**config.mk**
```make
export PLATFORM = sky130hd
export DESIGN_NAME = shuffle_swapper
export DESIGN_NICKNAME = d
export VERILOG_FILES = /design/src/rtl/shuffle_swapper_pkg.sv /design/src/rtl/shuffle_lfsr.sv /design/src/rtl/shuffle_victim_pick.sv /design/src/rtl/shuffle_remap_table.sv /design/src/rtl/shuffle_swapper.sv
export SDC_FILE = /design/constraint.sdc
export NUM_CORES = 1
export LEC_CHECK = 0
export BUFFER_PORTS_ARGS = -buffer_cell sky130_fd_sc_hd__buf_4
export CORE_MARGIN = 10
export CORE_UTILIZATION = 50
export CTS_BUF_LIST = sky130_fd_sc_hd__clkbuf_4 sky130_fd_sc_hd__clkbuf_8
export CTS_CLUSTER_SIZE = 8
export DETAILED_ROUTE_END_ITERATION = 10
export GPL_TIMING_DRIVEN = 1
export PLACE_DENSITY = 0.7
export SYNTH_ARGS = -nofsm -noshare
export SYNTH_HDL_FRONTEND = slang
export SYNTH_SLANG_ARGS = --single-unit
```
**constraint.sdc**
```tcl
create_clock -name clk -period 2.5 [get_ports clk]
set_clock_uncertainty 0.1 [all_clocks]
set_input_delay 0.125 -clock clk [delete_from_list [all_inputs] [get_ports clk]]
set_output_delay 0.125 -clock clk [all_outputs]
set_load 0.01 [all_outputs]
```
**src/rtl/shuffle_swapper_pkg.sv**
```systemverilog
package shuffle_swapper_pkg;

    typedef enum logic [1:0] {
        ST_IDLE = 2'd0,
        ST_HIT  = 2'd1,
        ST_RD   = 2'd2,
        ST_WR   = 2'd3
    } sw_state_e;

    localparam int unsigned DEF_SLOTS = 16;
    localparam int unsigned DEF_DEPTH = 8;

endpackage

```
**src/rtl/shuffle_lfsr.sv**
```systemverilog
module shuffle_lfsr #(
    parameter int unsigned    WIDTH = 8,
    parameter logic [WIDTH-1:0] TAPS = 8'hB8,
    parameter logic [WIDTH-1:0] SEED = 8'h5A
) (
    input  logic             clk,
    input  logic             rst_n,
    input  logic             step,
    output logic [WIDTH-1:0] value
);

    logic [WIDTH-1:0] lfsr_d, lfsr_q;

    always_comb begin
        lfsr_d = lfsr_q;
        if (step) begin
            lfsr_d = lfsr_q >> 1;
            if (lfsr_q[0]) lfsr_d = lfsr_d ^ TAPS;
        end
    end

    always_ff @(posedge clk) begin
        if (!rst_n) lfsr_q <= SEED;
        else        lfsr_q <= lfsr_d;
    end

    assign value = lfsr_q;

endmodule

```
**src/rtl/shuffle_victim_pick.sv**
```systemverilog
module shuffle_victim_pick #(
    parameter int unsigned RW    = 8,
    parameter int unsigned DEPTH = 8,
    parameter int unsigned IW    = (DEPTH > 1) ? $clog2(DEPTH) : 1
) (
    input  logic [RW-1:0] rnd,
    input  logic          last_vld,
    input  logic [IW-1:0] last_idx,
    output logic [IW-1:0] pick
);

    logic [IW-1:0] raw;
    logic [IW-1:0] bumped;

    always_comb begin
        raw    = IW'(rnd % RW'(DEPTH));
        bumped = (raw == IW'(DEPTH - 1)) ? '0 : raw + 1'b1;
        pick   = (last_vld && raw == last_idx) ? bumped : raw;
    end

endmodule

```
**src/rtl/shuffle_remap_table.sv**
```systemverilog
module shuffle_remap_table #(
    parameter int unsigned SLOTS = 16,
    parameter int unsigned DEPTH = 8,
    parameter int unsigned NLB   = SLOTS + DEPTH,
    parameter int unsigned LBW   = $clog2(NLB),
    parameter int unsigned SW    = $clog2(SLOTS),
    parameter int unsigned IW    = (DEPTH > 1) ? $clog2(DEPTH) : 1,
    parameter int unsigned LOCW  = (SW > IW) ? SW : IW
) (
    input  logic            clk,
    input  logic            rst_n,
    input  logic [LBW-1:0]  a_lblk,
    output logic            a_in_buf,
    output logic [LOCW-1:0] a_loc,
    input  logic [LBW-1:0]  b_lblk,
    output logic            b_in_buf,
    output logic [LOCW-1:0] b_loc,
    input  logic [IW-1:0]   v_idx,
    output logic [LBW-1:0]  v_lblk,
    input  logic            commit,
    input  logic [LBW-1:0]  c_lblk,
    input  logic [SW-1:0]   c_slot,
    input  logic [IW-1:0]   c_idx
);

    typedef struct packed {
        logic            in_buf;
        logic [LOCW-1:0] loc;
    } ent_t;

    typedef struct packed {
        ent_t [NLB-1:0]             map;
        logic [DEPTH-1:0][LBW-1:0]  bufl;
    } tbl_t;

    tbl_t tbl_d, tbl_q;

    function automatic tbl_t tbl_init();
        tbl_t t;
        t = '0;
        for (int i = 0; i < int'(SLOTS); i++) begin
            t.map[i].in_buf = 1'b0;
            t.map[i].loc    = LOCW'(i);
        end
        for (int j = 0; j < int'(DEPTH); j++) begin
            t.map[SLOTS + j].in_buf = 1'b1;
            t.map[SLOTS + j].loc    = LOCW'(j);
            t.bufl[j]               = LBW'(SLOTS + j);
        end
        return t;
    endfunction

    // read ports, guarded against out-of-range block numbers
    always_comb begin
        a_in_buf = 1'b0;
        a_loc    = '0;
        b_in_buf = 1'b0;
        b_loc    = '0;
        if (32'(a_lblk) < NLB) begin
            a_in_buf = tbl_q.map[a_lblk].in_buf;
            a_loc    = tbl_q.map[a_lblk].loc;
        end
        if (32'(b_lblk) < NLB) begin
            b_in_buf = tbl_q.map[b_lblk].in_buf;
            b_loc    = tbl_q.map[b_lblk].loc;
        end
        v_lblk = tbl_q.bufl[v_idx];
    end

    // swap: outgoing block to the slot, incoming block to the freed entry
    always_comb begin
        logic [LBW-1:0] outgoing;
        tbl_d    = tbl_q;
        outgoing = tbl_q.bufl[c_idx];
        if (commit) begin
            tbl_d.map[outgoing].in_buf = 1'b0;
            tbl_d.map[outgoing].loc    = LOCW'(c_slot);
            tbl_d.map[c_lblk].in_buf   = 1'b1;
            tbl_d.map[c_lblk].loc      = LOCW'(c_idx);
            tbl_d.bufl[c_idx]          = c_lblk;
        end
    end

    always_ff @(posedge clk) begin
        if (!rst_n) tbl_q <= tbl_init();
        else        tbl_q <= tbl_d;
    end

endmodule

```
**src/rtl/shuffle_swapper.sv**
```systemverilog
module shuffle_swapper
    import shuffle_swapper_pkg::*;
#(
    parameter int unsigned SLOTS = DEF_SLOTS,
    parameter int unsigned DEPTH = DEF_DEPTH,
    parameter int unsigned NLB   = SLOTS + DEPTH,
    parameter int unsigned LBW   = $clog2(NLB),
    parameter int unsigned SW    = $clog2(SLOTS),
    parameter int unsigned IW    = (DEPTH > 1) ? $clog2(DEPTH) : 1,
    parameter int unsigned LOCW  = (SW > IW) ? SW : IW,
    parameter int unsigned RW    = 8
) (
    input  logic            clk,
    input  logic            rst_n,
    input  logic            req_valid,
    input  logic [LBW-1:0]  req_lblk,
    output logic            req_ready,
    output logic            done_valid,
    output logic            done_hit,
    output logic            mem_rd_en,
    output logic            mem_wr_en,
    output logic [SW-1:0]   mem_slot,
    output logic [LBW-1:0]  mem_wr_lblk,
    input  logic [LBW-1:0]  lk_lblk,
    output logic            lk_in_buf,
    output logic [LOCW-1:0] lk_loc
);

    typedef struct packed {
        sw_state_e      st;
        logic [LBW-1:0] lblk;
        logic [SW-1:0]  slot;
        logic [IW-1:0]  vidx;
        logic [IW-1:0]  last;
        logic           last_vld;
    } ctl_t;

    ctl_t ctl_d, ctl_q;

    logic            a_in_buf;
    logic [LOCW-1:0] a_loc;
    logic [RW-1:0]   rnd;
    logic [IW-1:0]   pick;
    logic [LBW-1:0]  v_lblk;
    logic            commit;
    logic            accept;

    assign accept = req_valid && (ctl_q.st == ST_IDLE) && (32'(req_lblk) < NLB);
    assign commit = (ctl_q.st == ST_WR);

    shuffle_lfsr #(
        .WIDTH (RW),
        .TAPS  (RW'(8'hB8)),
        .SEED  (RW'(8'h5A))
    ) u_lfsr (
        .clk   (clk),
        .rst_n (rst_n),
        .step  (ctl_q.st == ST_RD),
        .value (rnd)
    );

    shuffle_victim_pick #(
        .RW    (RW),
        .DEPTH (DEPTH),
        .IW    (IW)
    ) u_pick (
        .rnd      (rnd),
        .last_vld (ctl_q.last_vld),
        .last_idx (ctl_q.last),
        .pick     (pick)
    );

    shuffle_remap_table #(
        .SLOTS (SLOTS),
        .DEPTH (DEPTH),
        .NLB   (NLB),
        .LBW   (LBW),
        .SW    (SW),
        .IW    (IW),
        .LOCW  (LOCW)
    ) u_table (
        .clk      (clk),
        .rst_n    (rst_n),
        .a_lblk   (req_lblk),
        .a_in_buf (a_in_buf),
        .a_loc    (a_loc),
        .b_lblk   (lk_lblk),
        .b_in_buf (lk_in_buf),
        .b_loc    (lk_loc),
        .v_idx    (ctl_q.vidx),
        .v_lblk   (v_lblk),
        .commit   (commit),
        .c_lblk   (ctl_q.lblk),
        .c_slot   (ctl_q.slot),
        .c_idx    (ctl_q.vidx)
    );

    always_comb begin
        ctl_d = ctl_q;
        unique case (ctl_q.st)
            ST_IDLE: begin
                if (accept) begin
                    ctl_d.lblk = req_lblk;
                    ctl_d.slot = SW'(a_loc);
                    ctl_d.st   = a_in_buf ? ST_HIT : ST_RD;
                end
            end
            ST_HIT: ctl_d.st = ST_IDLE;
            ST_RD: begin
                ctl_d.vidx = pick;
                ctl_d.st   = ST_WR;
            end
            ST_WR: begin
                ctl_d.last     = ctl_q.vidx;
                ctl_d.last_vld = 1'b1;
                ctl_d.st       = ST_IDLE;
            end
            default: ctl_d.st = ST_IDLE;
        endcase
    end

    always_ff @(posedge clk) begin
        if (!rst_n) begin
            ctl_q    <= '0;
            ctl_q.st <= ST_IDLE;
        end else begin
            ctl_q <= ctl_d;
        end
    end

    assign req_ready   = (ctl_q.st == ST_IDLE);
    assign done_valid  = (ctl_q.st == ST_HIT) || (ctl_q.st == ST_WR);
    assign done_hit    = (ctl_q.st == ST_HIT);
    assign mem_rd_en   = (ctl_q.st == ST_RD);
    assign mem_wr_en   = (ctl_q.st == ST_WR);
    assign mem_slot    = ctl_q.slot;
    assign mem_wr_lblk = (ctl_q.st == ST_WR) ? v_lblk : '0;

endmodule

```
==> summary.md, run 1 <==
| Metric | Value |
|---|---|
| Dpl cells | `1462` |
| Max transition margin | `37.0%` |
| Worst setup startpoint | `ctl_q[4]` |
| Status | `finished with violations` |
| Actual slew at the worst max-slew pin | `945 ps` |
| VDD IR max | `0.423 mV` |
| Async set-reset flop share out of synthesis | `0%` |
| Initial antenna violation count | `0` |
| CP Class | `reg2reg` |
| Class of the tightest hold or removal check | `in2reg` |
| Final period util | `103%` |
| R2r setup slk | `-70 ps` |
| Met2 WL post-DR | `16800 µm` |
| Crit Path Max Fanout | `6` |
| Register bit total from synthesis | `186` |
| Final worst setup slack | `-67.1 ps` |
| GR Util All Layers | `25.1%` |
| Vias in the first global route | `9644` |
| Final WL | `36700 µm` |
| Failing checks | `negative setup slack` |
| Synthesized instance count | `1151` |
| RSZ-0062 raised after global routing | `yes` |
| Non-filler cells, final | `1514` |
| CP max stage delay | `510 ps` |
| Final hold viol count | `0` |
| First-pass GRT wire length | `55600 µm` |
| R2r endpoint | `u_table.tbl_q[147]` |
| Pin count of the biggest net entering global routing | `119` |
| Share of cells above drive strength 1 | `31.9%` |
| CTS root buf | `clkbuf_8` |
| Final GP Congestion | `0.992` |
| Post-synthesis cell type count | `63` |
| H-tree depth | `4` |
| Worst setup EP type | `register` |
| Final setup viols | `30` |
| N_diodes | `0` |
| Highest metal used | `met5` |
| Area after DPL | `11800 µm²` |
| Area growth from synthesis to layout | `22.3%` |
| DIE AREA | `27600 µm²` |
| R2R Path Start | `ctl_q[4]` |
| TritonCTS clock tree | `done` |
| Synthesized area per cell | `9.27 µm²` |
| DR DRC count | `0` |
| DRT Pass-1 Iters | `6` |
| Yosys Warn Count | `0` |
| Port buffer count | `31` |
| # fillers | `1655` |
| Clock Tree Buf Depth | `2` |
| Boundary Pins | `32` |
| CP max-delay cell | `mux4_2` |
| WL met1 | `13800 µm` |
| Final TNS setup | `-624 ps` |
| Worst Path Required | `2750 ps` |
| Initial DRC Count | `1365` |
| Worst-path clk slew | `100 ps` |
| F_max | `390 MHz` |
| Leak | `4.85 nW` |
| FP Rows | `53` |
| Max Cap Violations | `0` |
| Mapped Area | `10700 µm²` |
| Clock Latency Late Sink | `500 ps` |
| Cell mode on critical path | `buf_4` |
| Via Count | `10200` |
| Setup crit start kind | `register` |
| Post-synthesis sequential area ratio | `34.9%` |
| Initial Utilization | `50.8%` |
| Nets | `1242` |
| Hold_ws | `112 ps` |
| Core box area | `21000 µm²` |
| Post-synth EDFFs | `0` |
| Final antenna-violating net count | `0` |
| Chip height | `166 µm` |
| Dpl hpwl | `25100 µm` |
| Syn Nets | `1166` |
| R2r worst-path depth | `11` |
| Crit path to | `u_table.tbl_q[147]` |
| Min cycle time layout | `2570 ps` |
| Routed length on met3 | `4310 µm` |
| GR Overflow Total | `0` |
| Cell chain of the critical path | `buf_12, mux4_2, buf_4, mux2i_2, buf_4, nor3_4, buf_12, buf_8, buf_4, a41oi_1, o211ai_1` |
| Final Slew Violations | `0` |
| Critical Path AT | `2820 ps` |
| Final instance area | `13100 µm²` |
| Power Density | `479 nW/µm²` |
| Num CTS Buffers | `17` |
| Via density | `6.74` |
| Ys flop type | `dfxtp_1` |
| DR WL/cell | `24.3 µm` |
| Clk sinks | `186` |
| DIE WIDTH | `166 µm` |
## metal layers
metal	vias to the layer above	GRT usage [%]
met2	652	39.2
met4	2	11.2
met3	144	6.46
met1	4944	32.2
li1	4465	-
met5	-	0
## report_power, final
part | leakage, nW | internal, W | switching (W)
combinational | 3.15 | 0.000491 | 0.000680
sequential | 1.50 | 0.00300 | 0.0000565
clock | 0.196 | 0.000774 | 0.00126
## cell families (layout without fill, tap and decap cells)
| kind of cell | count (synthesis) | in the layout | synth area share [%] |
|---|---|---|---|
| xor+xnor | 6 | 6 | 0.492 |
| flops | 186 | 186 | 34.9 |
| buf+inv | 137 | 225 | 5.26 |
| fa+ha+maj | 2 | 2 | 0.234 |
| mux | 141 | 141 | 23.0 |
| compound gates | 296 | 296 | 19.6 |
| simple gates | 383 | 383 | 16.5 |
## synthesized netlist by cell type, drive strengths merged (7+ instances only)
master,count,share of area [%]
o221ai,23,1.9
nand4,7,0.41
buf,30,1.5
o22ai,20,1.2
clkbuf,81,2.8
inv,26,0.91
a221oi,11,0.90
nand3,36,1.7
and3,8,0.47
o21ai,48,2.3
nor2,85,3.0
dfxtp,186,35
mux2i,58,5.7
a21boi,22,1.5
nor3,17,1.3
o211ai,38,2.7
mux4,80,17
a22oi,10,0.70
nand2,172,6.1
nand2b,12,0.70
a41oi,12,0.98
a21oi,45,2.2
o221a,10,1.1
a31oi,17,1.0
nor2b,22,1.3
and2,8,0.47
## placed cells by master (no fill, tap or decap), types with 17 or more instances in the layout
| master | instances |
|---|---|
| o21ai_1 | 17 |
| buf_6 | 21 |
| clkbuf_8 | 18 |
| a21oi_1 | 28 |
| o211ai_1 | 38 |
| buf_4 | 122 |
| nand2_1 | 145 |
| nor2_1 | 78 |
| o22ai_1 | 17 |
| o21ai_0 | 27 |
| nand3_1 | 35 |
| mux4_2 | 80 |
| o221ai_1 | 21 |
| inv_1 | 25 |
| dfxtp_1 | 185 |
| nor2b_1 | 20 |
| mux2i_1 | 54 |
## area by class of cell
class | count | area (µm²) | area share, %
Multi-Input combinational cell | 828 | 6960 | 53.3
Sequential cell | 186 | 3730 | 28.5
Timing Repair Buffer | 168 | 1540 | 11.8
Tap cell | 275 | 344 | 2.64
Clock buffer | 19 | 255 | 1.95
Clock inverter | 12 | 125 | 0.958
Inverter | 26 | 97.6 | 0.747
## flip-flops by register name, summed over array words and instances (netlist names)
register,cells
u_table.tbl_q,160
ctl_q,14
u_lfsr.value,8
mem_slot,4
## stage by stage
step / utilization (%) / setup slack (ps) / power [W]
after global routing: 62.1 / -154 / 0.00644
after floorplan: - / 17.0 / 0.00370
final: 62.1 / -67.1 / 0.00626
after CTS: 59.4 / -68.1 / 0.00613
after detailed placement: 56.2 / -123 / 0.00410
after global placement: 56.2 / -88.7 / 0.00409
## what timing repair did
| item | 4_1_cts | 5_1_grt |
|---|---|---|
| gates cloned | 1 | 2 |
| endpoints found under the setup margin | 88 | 111 |
| pin swaps | 6 | 41 |
| resized for setup | 43 | 135 |
| hold endpoints to repair | 23 | 0 |
| buffers inserted | 9 | 2 |
| hold buffers | 7 | 0 |
## how the worst min path moves through the flow
stage                   endpoint  slack, ps  cells past startpoint              start
6_report               ctl_q[11]        110                      4        req_lblk[0]
5_1_grt                ctl_q[11]        130                      4        req_lblk[0]
4_1_cts                ctl_q[11]        100                      4        req_lblk[0]
3_5_place_dp   u_table.tbl_q[35]        350                      2  u_table.tbl_q[35]
3_3_place_gp           ctl_q[15]        330                      3        req_lblk[4]
2_1_floorplan          ctl_q[15]        170                      2        req_lblk[4]
## critical path: cells and delay by family (launching register included)
kind | cells | cell delay (ps)
AOI/OAI and AO/OA | 2 | 290
DFF | 1 | 390
buffers and inverters | 6 | 880
muxes | 2 | 710
and+or+nand+nor | 1 | 50
Power figures use the tool's default switching activity.
==> run 2: changes to the inputs <==
- CORE_ASPECT_RATIO: default -> 1.75
==> summary.md, run 2 (synthesis results as in run 1) <==
| Metric | Value |
|---|---|
| Status | `finished with violations` |
| Failing checks | `negative setup slack` |
| Nets | `1264 (+1.8%)` |
| Final GP Congestion | `1.01 (+1.9%)` |
| Commonest non-fill, non-tap cell in the layout | `dfxtp_1` |
| Final worst setup slack | `-39.4 ps (+27.7 ps)` |
| Final period util | `102% (-1.1 points)` |
| DRT Pass-1 Iters | `6 (unchanged)` |
| R2r worst-path depth | `8 (-3)` |
| R2r endpoint | `u_table.tbl_q[92]` |
| R2r setup slk | `-40 ps (+30 ps)` |
| DR DRC count | `0 (unchanged)` |
| Leak | `4.90 nW (+1.0%)` |
| Vias in the first global route | `10000 (+4.2%)` |
| Worst Path Required | `2280 ps (-470 ps)` |
| Chip height | `213 µm (+28%)` |
| Dpl hpwl | `27600 µm (+9.8%)` |
| Most frequent cells in the layout | `dfxtp_1, nand2_1, buf_4` |
| Crit Path Max Fanout | `5 (-1)` |
| Crit path to | `mem_wr_lblk[2]` |
| Boundary Pins | `32 (unchanged)` |
| Most flops, register | `u_table.tbl_q` |
| Port buffer count | `31 (unchanged)` |
| RSZ-0062 raised after global routing | `yes` |
| FP Rows | `70 (+32%)` |
| Num CTS Buffers | `17 (unchanged)` |
| Share of cells above drive strength 1 | `34.1% (+2.2 points)` |
| GR Util All Layers | `28.0% (+2.8 points)` |
| Via density | `6.83 (+1.3%)` |
| Max Cap Violations | `0 (unchanged)` |
| Flop pwr share | `47.0% (-1.8 points)` |
| Sw Share | `29.3% (-2.5 points)` |
| Class of the tightest hold or removal check | `in2reg` |
| H-tree depth | `4 (unchanged)` |
| Worst setup EP type | `primary output` |
| Max transition margin | `45.1% (+8.1 points)` |
| Footprint of the multi-input gates | `6890 µm² (-1.1%)` |
| Final Slew Violations | `0 (unchanged)` |
| Power Density | `494 nW/µm² (+3.0%)` |
| DIE WIDTH | `130 µm (-21%)` |
| Worst setup startpoint | `ctl_q[4]` |
| Area growth from synthesis to layout | `23.5%` |
| VDD IR max | `0.574 mV (+36%)` |
| P_sw | `0.00191 W (-4.3%)` |
| Final WL | `39300 µm (+7.0%)` |
| Final hold viol count | `0 (unchanged)` |
| F_max | `394 MHz (+1.1%)` |
| Initial antenna violation count | `0 (unchanged)` |
| CTS root buf | `clkbuf_8` |
| R2R Path Start | `ctl_q[4]` |
| Clk sinks | `186 (unchanged)` |
| Reg area | `3750 µm² (+0.50%)` |
| TritonCTS clock tree | `done` |
| Power share of the combinational group | `17.7% (-1.0 points)` |
| N_diodes | `0 (unchanged)` |
| Clock Tree Buf Depth | `2 (unchanged)` |
| Initial DRC Count | `1165 (-15%)` |
| Clk pwr share | `35.3% (+2.8 points)` |
| Via Count | `10300 (+1.3%)` |
| Worst-path clk slew | `90 ps (about the same)` |
| Final setup viols | `16 (-47%)` |
| Pin count of the biggest net entering global routing | `119 (unchanged)` |
| CP Class | `reg2out` |
| Area after DPL | `11900 µm² (+0.90%)` |
| GR Overflow Total | `0 (unchanged)` |
| Clock Latency Late Sink | `520 ps (+20 ps)` |
| Critical Path AT | `2310 ps (-510 ps)` |
| Final instance area | `13200 µm² (+0.94%)` |
| DR WL/cell | `26.0 µm (+7.0%)` |
| Core box area | `20900 µm² (-0.42%)` |
| Hold_ws | `130 ps (+18.1 ps)` |
| Actual slew at the worst max-slew pin | `822 ps (-123 ps)` |
| Number of flip-flops in the largest register | `160 (unchanged)` |
| Initial Utilization | `51.0% (+0.22 points)` |
| DIE AREA | `27800 µm² (+0.83%)` |
| First-pass GRT wire length | `58100 µm (+4.6%)` |
| Int Pwr | `0.00460 W (+7.8%)` |
| Final antenna-violating net count | `0 (unchanged)` |
| Min cycle time layout | `2540 ps (-27.7 ps)` |
| # fillers | `1665 (+0.60%)` |
| Setup crit start kind | `register` |
==> run 2: power by group through the flow <==
stage	Sequential (W)	Combinational, W	Clock, W
5_1_grt	0.00306	0.00121	0.00241
3_5_place_dp	0.00312	0.00101	0
3_3_place_gp	0.00312	0.00100	0
2_1_floorplan	0.00309	0.000609	0
4_1_cts	0.00305	0.00105	0.00230
6_report	0.00306	0.00115	0.00230
==> run 2: repair_timing <==
item | CTS | global route
resized for setup | 41 | 131
hold buffers | 7 | 0
endpoints found under the setup margin | 104 | 109
setup buffers | 3 | 15
hold endpoints to repair | 25 | 0
pin swaps | 5 | 33
cloned | 1 | 1
==> run 2: worst min path at each step <==
stage,startpoint,end,slack (ps),cells after the start
final,req_lblk[0],ctl_q[11],130,4
after global routing,req_lblk[0],ctl_q[11],160,4
after CTS,req_lblk[0],ctl_q[11],130,4
after detailed placement,req_lblk[4],ctl_q[15],340,3
after global placement,req_lblk[4],ctl_q[15],330,3
after floorplan,req_lblk[4],ctl_q[15],170,2
==> run 2: layout make-up <==
| class | count | area share [%] |
|---|---|---|
| repair buffers | 190 | 12.9 |
| inverters | 26 | 0.741 |
| clock inverters | 14 | 1.48 |
| clock buffers | 18 | 1.83 |
| well taps | 252 | 2.39 |
| multi-input cells | 828 | 52.2 |
| flip-flops and latches | 186 | 28.4 |
==> run 2: per-stage QoR <==
stage	worst slack (ps)	total power [W]	cells	utilization, %	setup TNS [ps]
floorplan	17.0	0.00370	1151	-	0
CTS	-27.7	0.00640	1500	60.1	-168
global placement	-82.9	0.00412	1457	56.9	-1240
detailed placement	-152	0.00413	1457	56.9	-5210
global route	-93.4	0.00668	1514	63.0	-2690
finish	-39.4	0.00650	1514	63.0	-206
==> run 2: worst max-delay path, cell delays in order (launching register included) <==
cell     delay, ps
dfxtp_2        370
buf_6          140
mux4_2         530
buf_6          140
mux2i_4        260
buf_6          170
nor2_2          30
buf_4          160
==> run 2: layer usage <==
layer | part of all wire (%) | vias to the layer above | global-route usage [%]
met5 | 0 | - | 0
met1 | 33 | 4993 | 29.8
li1 | - | 4504 | -
met2 | 50 | 659 | 47.5
met3 | 8.3 | 183 | 5.26
met4 | 8.3 | 0 | 21.1
